`src/rtl/i2c_seq_pkg.sv`:
```
package i2c_seq_pkg;
    typedef enum logic [3:0] {
        SQ_IDLE,
        SQ_ACK_LOW,
        SQ_ACK_REL,
        SQ_ACK_HIGH,
        SQ_STP_SDA,
        SQ_STP_CNT1,
        SQ_STP_SCLW,
        SQ_STP_CNT2,
        SQ_STP_SDAW,
        SQ_STP_CNT3
    } seq_state_e;
endpackage

```
`src/rtl/i2c_line_sync.sv`:
```
module i2c_line_sync #(
    parameter int STAGES  = 2,
    parameter bit RST_VAL = 1'b1
) (
    input  logic clk,
    input  logic rst_n,
    input  logic d,
    output logic q
);
    logic [STAGES-1:0] chain_q;

    always_ff @(posedge clk) begin
        if (!rst_n) chain_q <= {STAGES{RST_VAL}};
        else        chain_q <= {chain_q[STAGES-2:0], d};
    end

    assign q = chain_q[STAGES-1];
endmodule

```
`src/rtl/i2c_baud_cnt.sv`:
```
module i2c_baud_cnt #(
    parameter int W = 7
) (
    input  logic         clk,
    input  logic         rst_n,
    input  logic         load,
    input  logic [W-1:0] reload,
    output logic         done
);
    logic [W-1:0] cnt_d, cnt_q;

    always_comb begin
        cnt_d = cnt_q;
        if (load)            cnt_d = reload;
        else if (cnt_q != 0) cnt_d = cnt_q - 1'b1;
    end

    always_ff @(posedge clk) begin
        if (!rst_n) cnt_q <= '0;
        else        cnt_q <= cnt_d;
    end

    assign done = (cnt_q == 0);
endmodule

```
`src/rtl/i2c_ackstop_seq.sv`:
```
module i2c_ackstop_seq
    import i2c_seq_pkg::*;
#(
    parameter int BRG_W  = 7,
    parameter int DATA_W = 8,
    parameter int SYNC_N = 2
) (
    input  logic              clk,
    input  logic              rst_n,
    input  logic [BRG_W-1:0]  reload,
    input  logic              ack_go,
    input  logic              ack_bit,
    input  logic              stop_go,
    input  logic              scl_in,
    input  logic              sda_in,
    input  logic              irq_clr,
    input  logic              wcol_clr,
    input  logic              buf_wr,
    input  logic [DATA_W-1:0] buf_wdata,
    output logic              scl_pull,
    output logic              sda_pull,
    output logic              ack_active,
    output logic              stop_active,
    output logic              stop_seen,
    output logic              irq,
    output logic              wr_col,
    output logic [DATA_W-1:0] buf_q
);
    typedef struct packed {
        seq_state_e        st;
        logic              scl_pull;
        logic              sda_pull;
        logic              ack_act;
        logic              stop_act;
        logic              stop_seen;
        logic              irq;
        logic              wcol;
        logic [DATA_W-1:0] bufr;
    } seq_regs_t;

    localparam seq_regs_t RESET_REGS = '{
        st: SQ_IDLE, scl_pull: 1'b0, sda_pull: 1'b0, ack_act: 1'b0,
        stop_act: 1'b0, stop_seen: 1'b0, irq: 1'b0, wcol: 1'b0, bufr: '0};

    seq_regs_t r_q, r_d;
    logic      scl_s, sda_s, brg_done, brg_load, busy;

    i2c_line_sync #(.STAGES(SYNC_N), .RST_VAL(1'b1)) u_scl_sync (
        .clk(clk), .rst_n(rst_n), .d(scl_in), .q(scl_s));
    i2c_line_sync #(.STAGES(SYNC_N), .RST_VAL(1'b1)) u_sda_sync (
        .clk(clk), .rst_n(rst_n), .d(sda_in), .q(sda_s));
    i2c_baud_cnt #(.W(BRG_W)) u_brg (
        .clk(clk), .rst_n(rst_n), .load(brg_load), .reload(reload), .done(brg_done));

    assign busy = (r_q.st != SQ_IDLE);

    always_comb begin
        r_d      = r_q;
        brg_load = 1'b0;
        if (irq_clr)  r_d.irq  = 1'b0;
        if (wcol_clr) r_d.wcol = 1'b0;
        if (buf_wr) begin
            if (busy) r_d.wcol = 1'b1;
            else      r_d.bufr = buf_wdata;
        end
        case (r_q.st)
            SQ_IDLE: begin
                if (ack_go) begin
                    r_d.st        = SQ_ACK_LOW;
                    r_d.scl_pull  = 1'b1;
                    r_d.sda_pull  = !ack_bit;
                    r_d.ack_act   = 1'b1;
                    r_d.stop_seen = 1'b0;
                    brg_load      = 1'b1;
                end else if (stop_go) begin
                    r_d.st        = SQ_STP_SDA;
                    r_d.scl_pull  = 1'b1;
                    r_d.sda_pull  = 1'b1;
                    r_d.stop_act  = 1'b1;
                    r_d.stop_seen = 1'b0;
                end
            end
            SQ_ACK_LOW: if (brg_done) begin
                r_d.scl_pull = 1'b0;
                r_d.st       = SQ_ACK_REL;
            end
            SQ_ACK_REL: if (scl_s) begin
                brg_load = 1'b1;
                r_d.st   = SQ_ACK_HIGH;
            end
            SQ_ACK_HIGH: if (brg_done) begin
                r_d.scl_pull = 1'b1;
                r_d.ack_act  = 1'b0;
                r_d.irq      = 1'b1;
                r_d.st       = SQ_IDLE;
            end
            SQ_STP_SDA: if (!sda_s) begin
                brg_load = 1'b1;
                r_d.st   = SQ_STP_CNT1;
            end
            SQ_STP_CNT1: if (brg_done) begin
                r_d.scl_pull = 1'b0;
                r_d.st       = SQ_STP_SCLW;
            end
            SQ_STP_SCLW: if (scl_s) begin
                brg_load = 1'b1;
                r_d.st   = SQ_STP_CNT2;
            end
            SQ_STP_CNT2: if (brg_done) begin
                r_d.sda_pull = 1'b0;
                r_d.st       = SQ_STP_SDAW;
            end
            SQ_STP_SDAW: if (sda_s && scl_s) begin
                r_d.stop_seen = 1'b1;
                brg_load      = 1'b1;
                r_d.st        = SQ_STP_CNT3;
            end
            SQ_STP_CNT3: if (brg_done) begin
                r_d.stop_act = 1'b0;
                r_d.irq      = 1'b1;
                r_d.st       = SQ_IDLE;
            end
            default: r_d = RESET_REGS;
        endcase
    end

    always_ff @(posedge clk) begin
        if (!rst_n) r_q <= RESET_REGS;
        else        r_q <= r_d;
    end

    assign scl_pull    = r_q.scl_pull;
    assign sda_pull    = r_q.sda_pull;
    assign ack_active  = r_q.ack_act;
    assign stop_active = r_q.stop_act;
    assign stop_seen   = r_q.stop_seen;
    assign irq         = r_q.irq;
    assign wr_col      = r_q.wcol;
    assign buf_q       = r_q.bufr;

    // acknowledge start drives SCL low and SDA per ack_bit
    a_r1_ack_start: assert property (@(posedge clk) disable iff (!rst_n)
        $rose(ack_active) |-> scl_pull && (sda_pull == !$past(ack_bit)));
    // acknowledge end re-pulls SCL and raises irq
    a_r4_ack_end: assert property (@(posedge clk) disable iff (!rst_n)
        $fell(ack_active) |-> irq && scl_pull);
    // stop detection only with both lines released during a stop
    a_r7_stop_seen: assert property (@(posedge clk) disable iff (!rst_n)
        $rose(stop_seen) |-> stop_active && !scl_pull && !sda_pull);
    // stop end leaves lines released with flags set
    a_r8_stop_end: assert property (@(posedge clk) disable iff (!rst_n)
        $fell(stop_active) |-> irq && stop_seen && !scl_pull && !sda_pull);
    // busy write collides and leaves buffer alone
    a_r9_wcol: assert property (@(posedge clk) disable iff (!rst_n)
        (buf_wr && (ack_active || stop_active)) |=> wr_col && $stable(buf_q));
    // acknowledge wins a simultaneous request
    a_r11_priority: assert property (@(posedge clk) disable iff (!rst_n)
        (ack_go && stop_go && !ack_active && !stop_active) |=> ack_active && !stop_active);
endmodule

```
`config.mk`:
```
export PLATFORM = sky130hd
export DESIGN_NAME = i2c_ackstop_seq
export DESIGN_NICKNAME = d
export VERILOG_FILES = /design/src/rtl/i2c_seq_pkg.sv /design/src/rtl/i2c_line_sync.sv /design/src/rtl/i2c_baud_cnt.sv /design/src/rtl/i2c_ackstop_seq.sv
export SDC_FILE = /design/constraint.sdc
export NUM_CORES = 1
export LEC_CHECK = 0
export CORE_UTILIZATION = 42
export DETAILED_ROUTE_END_ITERATION = 8
export PLACE_DENSITY = 0.71
export SETUP_SLACK_MARGIN = 0.2
export SYNTH_ARGS = -nofsm -noshare
export SYNTH_HDL_FRONTEND = slang
export SYNTH_SLANG_ARGS = --single-unit
```
`constraint.sdc`:
```
create_clock -name clk -period 4.35 [get_ports clk]
set_input_delay 0.435 -clock clk [delete_from_list [all_inputs] [get_ports clk]]
set_output_delay 0.435 -clock clk [all_outputs]
set_load 0.005 [all_outputs]
```
## Word-level counts from Yosys, hierarchy flattened

Index checks and enable logic that the tools add are counted.

| storage, ports and cells | value |
|---|---|
| bits in registers | 30 |
| output and inout bits | 15 |
| input bits | 25 |

| cells by class | value |
|---|---|
| equality and inequality tests | 22 |
| mux-type cells | 37 |
| reductions and logical operators | 24 |
| bitwise logic cells | 6 |
| add/sub/neg operators | 1 |

Operators by type and width:

| kind | count |
|---|---|
| 4-bit one-hot mux with 10 select lines | 1 |
| 8-bit OR reduction | 5 |
| 4-bit two-way mux | 6 |
| 2-bit != test (second input constant) | 10 |
| 4-bit by 3-bit == test with 1-bit output (second input constant) | 4 |
| 5-bit two-way mux | 3 |
| 7-bit two-way mux | 2 |
| 1-bit two-way mux | 13 |
| 6-bit two-way mux | 2 |
| 1-bit one-hot mux with 3 select lines | 4 |
| 10-bit AND reduction | 1 |
| 10-bit OR reduction | 1 |
| 9-bit two-way mux | 1 |
| 3-bit AND reduction | 3 |
| 4-bit by 2-bit == test with 1-bit output (second input constant) | 2 |
| 4-bit == test (second input constant) | 2 |
| 8-bit two-way mux | 1 |
| 7-bit logical NOT | 1 |
| 7-bit nonzero test | 1 |
| 7-bit by 1-bit subtractor with 7-bit output (second input constant) | 1 |
| 1-bit inverter | 6 |
| 6-bit OR reduction | 1 |
| 1-bit one-hot mux with 5 select lines | 1 |
| 5-bit AND reduction | 1 |
| 14 further kinds | 17 |

## Longest topological paths before layout

Gate-level depths: netlist (run 1).

| logic depth | value |
|---|---|
| depth after elaboration | 4 |
| depth in mapped cells | 8 |
| gate-level depth less buffers | 7 |

## By module

A second synthesis (run 1) with hierarchy kept.

| second synthesis, totals | value |
|---|---|
| cells, all modules | 195 |
| area, all modules | 1,640.3 um^2 |

By module, submodules not included:

| module | seq. area each (um^2) | cells an instance | instances | area an instance (um^2) |
|---|---|---|---|---|
| i2c_ackstop_seq | 380.4 | 143 | 1 | 1,123.6 |
| i2c_baud_cnt | 140.1 | 44 | 1 | 411.6 |
| i2c_line_sync | 40.0 | 4 | 2 | 52.6 |

## Least setup slack after synthesis (run 1)

No wires, ideal clock.

| timing path | value |
|---|---|
| path type | register -> register |
| from | register u_brg.cnt_q[0] |
| to | register r_q, in the netlist irq |
| arrival time | 1.578 ns |
| stages on the path, launching flop included | 9 |
| period minus slack after synthesis | 1.645 ns |
| path buffers | 1 |
| data required time | 4.283 ns |
| slack | 2.705 ns |
| library setup time | 0.067 ns |
| cell sequence | dfxtp_1 inv_1 ha_1 nor3b_1 and2_1 buf_2 nand2_1 o32a_1 nor2_1 |

| between the ends | value |
|---|---|
| cells in the longest elaborated chain, start to end | 3 |

Ends and longest elaborated chain:

| item | RTL line | source |
|---|---|---|
| start, declared | i2c_baud_cnt.sv:10 | `logic [W-1:0] cnt_d, cnt_q;` |
| start signal, assigned | i2c_baud_cnt.sv:20 | `else cnt_q <= cnt_d;` |
| 7-bit logical NOT | i2c_baud_cnt.sv:23 | `assign done = (cnt_q == 0);` |
| 1-bit two-way mux | i2c_ackstop_seq.sv:91, i2c_ackstop_seq.sv:118 |  |
| 1-bit one-hot mux with 2 select lines | i2c_ackstop_seq.sv:66 | `case (r_q.st)` |
| end signal, assigned | i2c_ackstop_seq.sv:129 | `else r_q <= r_d;` |
| end, declared | i2c_ackstop_seq.sv:45 | `seq_regs_t r_q, r_d;` |

No other way between the ends.
A chain may end at the register's enable or synchronous reset.

## Final worst setup path (run 1)

| timing path | value |
|---|---|
| from | register u_brg.cnt_q[0] |
| to | register r_q[16] (netlist bit) |

| between the ends | value |
|---|---|
| cells in the longest elaborated chain, start to end | 3 |
| elaborated cells on any way between the ends | 7 |
| classes of those cells | 5 x eq/ne; 2 x reduce/logical |

Ends and longest elaborated chain:

| item | RTL line |
|---|---|
| 7-bit logical NOT * | i2c_baud_cnt.sv:23 |
| 2-bit != test (no source line) | - |
| 10-bit AND reduction (no source line) * | - |

Every way passes the cells marked *; elsewhere a longest branch is shown, timed or not.

==> summary.md, run 1 <==
| Metric | Value |
|---|---|
| Area of the placeable core | roughly 0.0034 mm² |
| Routability cong. | 0.864 |
| DRT antenna net count | 0 |
| Top cell type's share of synthesized area | 39.7% |
| Number of resized instances in the post-cts repair step | 0 |
| Average vias per placed instance | 5.33 |
| Proportion of synthesized chip area in sequential cells | 39.7% |
| Maximum operating frequency | 0.474 GHz |
| Post-synthesis to final-layout area growth | 28.3% |
| Pwr Total | 0.00117 W |
| Sequential standard cell area | 601 µm² |
| Area of the multi-input gates | 774 µm² |
| Area leader, netlist | sky130_fd_sc_hd__dfxtp_1 |
| Crit path setup slack, layout | 2.24 ns |
| Clock insertion delay at the later pin of the skew report | 0.33 ns |
| Routed Wire Length | 3370 µm |
| Setup total negative slack | 0 ns |
| H-tree Lvls | 2 |
| Clock tree from TritonCTS | yes |
| Final critical-path share of the clock period | 48.5% |
| Run status | completed |
| TritonRoute pass-1 iters | 4 |
| Number of synthesized register bits | 30 |
| Library cell contributing the largest single delay on the critical path | sky130_fd_sc_hd__and2_1 |
| Number of ports placed on the die boundary | 40 |
| Initial antenna violation count | 0 |
| Combined global-route utilization of all metal layers | 19.3% |
| Core Util, Final | between 50 and 60% |
| Slew at the pin with the worst max-slew slack | 0.571 ns |
| Category of the critical setup timing path | register to register |
| Worst stage delay on the critical path | 0.44 ns |
| Leakage | 0.750 nW |
| I/O Buffers | 39 |
| Cell Chain, Critical Path | inv_1 > ha_1 > nor3b_1 > and2_1 > nand3b_1 > o211ai_2 > a32o_2 |
| Fraction of layout cells with a size suffix above 1 | 7.41% |
| Diode insertion count for antenna repair | 0 |
| Routed via count | 1397 |
| Cell count after synthesis | 186 |
| Post-Syn Nets | 213 |
| Worst supply voltage drop on vdd | between 0.2 and 0.3 mV |
| Post-Place Setup Slack | 2.26 ns |
| Die outline area | 0.00384 mm² |
| Shortest period the worst path allows | 2.11 ns |
| Overall overflow remaining after global route | 0 |
| Setup Viol. Count Final | 0 |
| Maximum number of pins on one net before global-route repair | 18 |
| Synth warnings | 0 |
| Final clock skew | 0.00796 ns |
| Layout fillers | approximately 320 |
| Cell count after placement | between 200 and 300 |
| Endpoint kind of the worst setup timing path | register |
| Slew Limit Headroom | 61.9% |
| RSZ-0062 raised after global routing | no |
| Avg Cell Area, Syn | approximately 8.1 µm² |
| Clk buf depth | 2 |
| Initial Util | 44.6% |
| Detailed router's first-iteration violation count | 85 |
| First-pass GRT wire length | 5260 µm |
| Required time worst endpoint | 4.57 ns |
| Average wire per standard cell | 12.8 µm |
| Fin. Hold Viols | 0 |
| Most used DFF post-synth | sky130_fd_sc_hd__dfxtp_1 |
| CTS root buf | sky130_fd_sc_hd__clkbuf_4 |
| Main area contributors after synthesis | sky130_fd_sc_hd__dfxtp_1 40%, sky130_fd_sc_hd__a21oi_1 5.6%, sky130_fd_sc_hd__mux2i_1 5.3% |
| Via count of the first global-routing pass | 1231 |
| Buffer count from post-CTS setup fixing | 0 |
| Critical Path Source Type | register |
| Number of clock sinks | 30 |
| Number of buffers inserted during clock tree synthesis | 5 |
| Number of buffers and inverters on the critical path | 1 |
| Unique masters post-synth | 35 |
| Max-slew violation count | 0 |
| Peak fanout along the critical path | 11 |
| Count of nets after finishing | between 200 and 250 |
| Count of standard-cell rows | 21 |
| Total of hold buffers inserted after clock tree synthesis | 0 |
| Count of maximum capacitance violations | 0 |
| Arrival time of data at the critical path endpoint | 2.33 ns |
| Power density over the cells | around 610 mW/mm² |
| Horizontal extent of the die | 62.0 µm |
| HP Class | register to register |
| Number of flops mapped to enable cells by yosys | 0 |
| Combined area of all synthesized cells | 0.00151 mm² |
| Die height | 62.0 µm |
| Clock slew at reported path FFs | 0.09 ns |
| DPL Wire Length | roughly 2500 µm |
| Proportion of synthesized flip-flops having asynchronous set or reset | 0% |
| Top delay family on crit path | simple AND/OR/NAND/NOR gates |
| Number of cells in the finished layout apart from fillers | 262 |
| DRC errors left | 0 |
final cells by class:
type,instances,share of cell area (%)
multi-input combinational,130,39.9
clock buffer,8,4.06
sequential,30,31.0
inverter,8,1.55
tap,46,2.97
timing repair buffer,40,20.5
Yosys cell counts, types with 3 or more instances:
master                     number
sky130_fd_sc_hd__dfxtp_1       30
sky130_fd_sc_hd__nand2_1       20
sky130_fd_sc_hd__nor2_1        20
sky130_fd_sc_hd__a21oi_1       17
sky130_fd_sc_hd__nand3_1       12
sky130_fd_sc_hd__buf_4          9
sky130_fd_sc_hd__inv_1          8
sky130_fd_sc_hd__mux2i_1        8
sky130_fd_sc_hd__o21ai_0        7
sky130_fd_sc_hd__a211oi_1       5
sky130_fd_sc_hd__clkbuf_1       5
sky130_fd_sc_hd__nand2b_1       5
sky130_fd_sc_hd__xnor2_1        5
sky130_fd_sc_hd__nor3_1         4
sky130_fd_sc_hd__a31oi_1        3
sky130_fd_sc_hd__buf_2          3
sky130_fd_sc_hd__nor3b_1        3
logic make-up (layout without fill, tap and decap cells):
| group | count (synthesis) | after routing | synth area share, % |
|---|---|---|---|
| mux | 8 | 8 | 5.30 |
| xor+xnor | 5 | 5 | 2.90 |
| fa+ha+maj | 2 | 2 | 1.66 |
| compound gates | 42 | 42 | 17.6 |
| flops | 30 | 30 | 39.7 |
| simple gates | 73 | 73 | 23.3 |
| buf+inv | 26 | 56 | 9.44 |
metrics by stage:
| stage | area, µm² | hold WS [ns] |
|---|---|---|
| global placement | 1860 | 0.394 |
| CTS | 1940 | 0.422 |
| global route | 1940 | 0.438 |
| floorplan | 1510 | 0.386 |
| detailed placement | 1860 | 0.398 |
| finish | 1940 | 0.417 |
cell usage in the layout (no fill, tap or decap), drive strengths merged:
master / n
a31oi: 3
dfxtp: 30
buf: 1
nand4: 2
or4: 1
o41ai: 2
clkbuf: 8
o32a: 1
a31o: 1
o22ai: 1
a211oi: 5
nor3: 4
nor2: 20
ha: 2
clkdlybuf4s50: 39
nor2b: 1
nand3b: 2
nand2b: 5
o21ai: 8
and2: 1
a21boi: 1
mux2i: 8
inv: 8
a21oi: 17
nor4: 1
nand2: 20
o211ai: 2
xnor2: 5
or3: 1
a32o: 1
nor3b: 3
nand3: 12
state kept, by name, indices dropped and copies added, names as in the netlist, 2 cells and up:
register and count:
r_q 4, u_brg.cnt_q 7, buf_q 8, u_sda_sync.chain_q 2
u_scl_sync.chain_q 2
path summary, 6_finish.rpt:
path | slack [ns] | to | startpoint | cells past startpoint
worst min-delay path | 0.42 | u_scl_sync.chain_q[1] | u_scl_sync.chain_q[0] | 1
worst max register to register | 2.24 | r_q[16] | u_brg.cnt_q[0] | 7
worst max-delay path | 2.24 | r_q[16] | u_brg.cnt_q[0] | 7
worst min register to register | 0.42 | u_scl_sync.chain_q[1] | u_scl_sync.chain_q[0] | 1
per-layer routing:
layer	vias up	global-route usage, %	part of all wire [%]	wire length [µm]
met1	642	22.7	45	1510
met2	50	31.8	47	1570
met5	-	0	0	0
met4	0	9.84	1.9	63
met3	4	5.80	6.7	225
li1	701	-	-	-
where the power goes:
group	leakage, nW	total [W]	switching (W)	internal (W)
Clock	0.0446	0.000205	0.0000944	0.000110
Combinational	0.458	0.000544	0.000270	0.000275
Sequential	0.247	0.000425	0.0000788	0.000346
Total	0.750	0.00117	0.000443	0.000731
No activity file was read; power rests on OpenSTA's default activity.
==> run 2: changes to the inputs <==
clock period = 1.95 ns   (was 4.35 ns; I/O delays follow)
==> run 2 against run 1 <==
Compared with the run above: utilization rose by 2.3 points; critical path depth decreased by 3; via count grew 2.4%; clock-buffer cell count is 2 lower; critical endpoint is now r_q[17]; largest cell class unchanged; non-clock buffer count increased by 8.
==> summary.md, run 2 (synthesis results as in run 1) <==
| Metric | Value |
|---|---|
| Run status | completed |
| Maximum number of pins on one net before global-route repair | 17 |
| Crit path launch | r_q[18] |
| Layout fillers | 315 |
| Count of maximum capacitance violations | 0 |
| Worst stage delay on the critical path | 0.57 ns |
| GR Layer Usage met1 | 22.1% |
| Final critical-path share of the clock period | between 80% and 90% |
| Library cell contributing the largest single delay on the critical path | sky130_fd_sc_hd__or4_4 |
| Required time worst endpoint | 2.21 ns |
| Number of buffers inserted during clock tree synthesis | 5 |
| Commonest non-fill, non-tap cells in the layout | 39 x sky130_fd_sc_hd__clkdlybuf4s50_1, 25 x sky130_fd_sc_hd__dfxtp_1, 20 x sky130_fd_sc_hd__nand2_1, 20 x sky130_fd_sc_hd__nor2_1, 17 x sky130_fd_sc_hd__a21oi_1 |
| Count of nets after finishing | 250 |
| TritonRoute pass-1 iters | 4 |
| Sw Share | roughly two fifths |
| Count of standard-cell rows | 21 |
| Maximum operating frequency | 0.589 GHz |
| Post-synthesis to final-layout area growth | 33.5% |
| Total of hold buffers inserted after clock tree synthesis | 0 |
| Number of buffers and inverters on the critical path | 0 |
| Clock slew at reported path FFs | 0.09 ns |
| Average wire per standard cell | 12.9 µm |
| Power density over the cells | 1350 mW/mm² |
| Top delay family on crit path | simple AND/OR/NAND/NOR gates |
| Final clock skew | about 0.011 ns |
| Via count of the first global-routing pass | 1276 |
| Area of the multi-input gates | 800 µm² |
| Seq pwr share | 34.8% |
| Worst supply voltage drop on vdd | 0.917 mV |
| Detailed router's first-iteration violation count | 52 |
| Max-slew violation count | 0 |
| Worst min-delay path startpoint | scl_in |
| Initial antenna violation count | 0 |
| CTS root buf | sky130_fd_sc_hd__clkbuf_4 |
| Slew at the pin with the worst max-slew slack | 0.550 ns |
| Category of the critical setup timing path | register to register |
| HP Class | input pin to register |
| Diode insertion count for antenna repair | 0 |
| I/O Buffers | 39 |
| DRT antenna net count | 0 |
| Setup total negative slack | 0 ns |
| Number of cells on the worst reg-to-reg path | 4 |
| Sequential standard cell area | between 600 and 700 µm² |
| Part of the power in combinational logic | 50.4% |
| Internal cell power | 0.00166 W |
| Initial Util | 44.6% |
| Logic depth of the worst setup path including buffers | 4 |
| Clock group share of total power | 14.8% |
| RSZ-0062 raised after global routing | yes |
| Shortest period the worst path allows | around 1.7 ns |
| Overall overflow remaining after global route | 0 |
| Clock tree from TritonCTS | yes |
| Cell count of the worst hold path | 2 |
| First-pass GRT wire length | 5460 µm |
| GRT Max-Usage Layer | met2 |
| Slew Limit Headroom | a little over three fifths |
| H-tree Lvls | 2 |
| Combined global-route utilization of all metal layers | around a fifth |
| Met2 usage in global routing | 34.2% |
| Clk buf depth | 2 |
| Launch point of the worst reg-to-reg path | r_q[18] |
| Routed via count | ~1400 |
| Peak fanout along the critical path | 9 |
| Die height | 62.0 µm |
| Number of ports placed on the die boundary | 40 |
| Routability cong. | 0.916 |
| Switching power of the nets | between 0.001 and 0.0015 W |
| Fin. Hold Viols | 0 |
| Endpoint kind of the worst setup timing path | register |
| Flip-flop count of the largest register, all copies and words added | 8 |
| Pwr Total | 0.00273 W |
| Average vias per placed instance | about 5.3 |
| DPL Wire Length | 2550 µm |
| Die outline area | 0.00384 mm² |
| Met3 global-route usage | 6.21% |
| DRC errors left | 0 |
| Clock insertion delay at the later pin of the skew report | 0.34 ns |
| Most frequent standard cell in the layout excluding fill and tap cells | sky130_fd_sc_hd__clkdlybuf4s50_1 |
| Cell Chain, Critical Path | or4_4 > or3_4 > o211ai_2 > mux2i_1 |
| Setup Viol. Count Final | 0 |
| Fraction of layout cells with a size suffix above 1 | 15.2% |
| Number of clock sinks | 30 |
| Arrival time of data at the critical path endpoint | 1.96 ns |
| Horizontal extent of the die | 62.0 µm |
| Area of the placeable core | roughly 0.0034 mm² |
| Critical Path Source Type | register |
| Routed Wire Length | between 3000 and 4000 µm |
| Leakage | 0.790 nW |
run 2: cell types whose count changed in the layout (fill, tap and decap cells not counted), sizes merged:
cell	before	now
clkinv	0	1
clkbuf	8	6
buf	1	9
clkinvlp	0	1
run 2: path summary, 6_finish.rpt:
| check | to | slack (ns) |
|---|---|---|
| hold reg to reg | u_scl_sync.chain_q[1] | 0.42 |
| hold / removal | u_scl_sync.chain_q[0] | 0.42 |
| setup / recovery | r_q[17] | 0.25 |
| setup reg to reg | r_q[17] | 0.25 |
run 2: metal layers:
metal | part of all wire (%) | vias up
met5 | 0 | -
met4 | 1.1 | 0
met3 | 6.5 | 4
met2 | 49 | 53
met1 | 44 | 661
li1 | - | 713
run 2: metrics by stage:
stage | std cells | instance area (µm²) | worst slack, ns | utilization, % | hold WS [ns]
floorplan | 186 | 1510 | 0.305 | - | 0.268
global placement | 261 | 1910 | 0.196 | 56.4 | 0.391
detailed placement | 261 | 1910 | 0.146 | 56.4 | 0.401
CTS | 269 | 1990 | 0.148 | 58.6 | 0.407
global route | 270 | 2020 | 0.191 | 59.5 | 0.406
finish | 270 | 2020 | 0.251 | 59.5 | 0.417
run 2: layout make-up:
| type | instances | area share [%] |
|---|---|---|
| multi-input combinational | 130 | 39.6 |
| sequential | 30 | 30.2 |
| timing repair buffer | 48 | 22.7 |
| tap | 46 | 2.85 |
| clock buffer | 6 | 2.54 |
| inverter | 8 | 1.49 |
| clock inverter | 2 | 0.620 |
run 2: worst register-to-register path, delay by kind of cell (launching register included):
kind | cells | cell delay (ns)
AOI/OAI and AO/OA | 1 | 0.11
DFF | 1 | 0.39
muxes | 1 | 0.20
and+or+nand+nor | 2 | 0.93
run 2: repair_timing:
| item | CTS | global route |
|---|---|---|
| buffers inserted | 0 | 1 |
| resized for setup | 2 | 13 |
| pin swaps | 0 | 3 |
| endpoints found under the setup margin | 11 | 25 |
run 2: power groups by stage:
stage               logic, W  clock network (W)  registers [W]
global placement     0.00126                  0       0.000927
CTS                  0.00132           0.000413       0.000929
finish               0.00138           0.000403       0.000950
global route         0.00152           0.000442       0.000974
detailed placement   0.00130                  0       0.000935
floorplan           0.000970                  0       0.000874
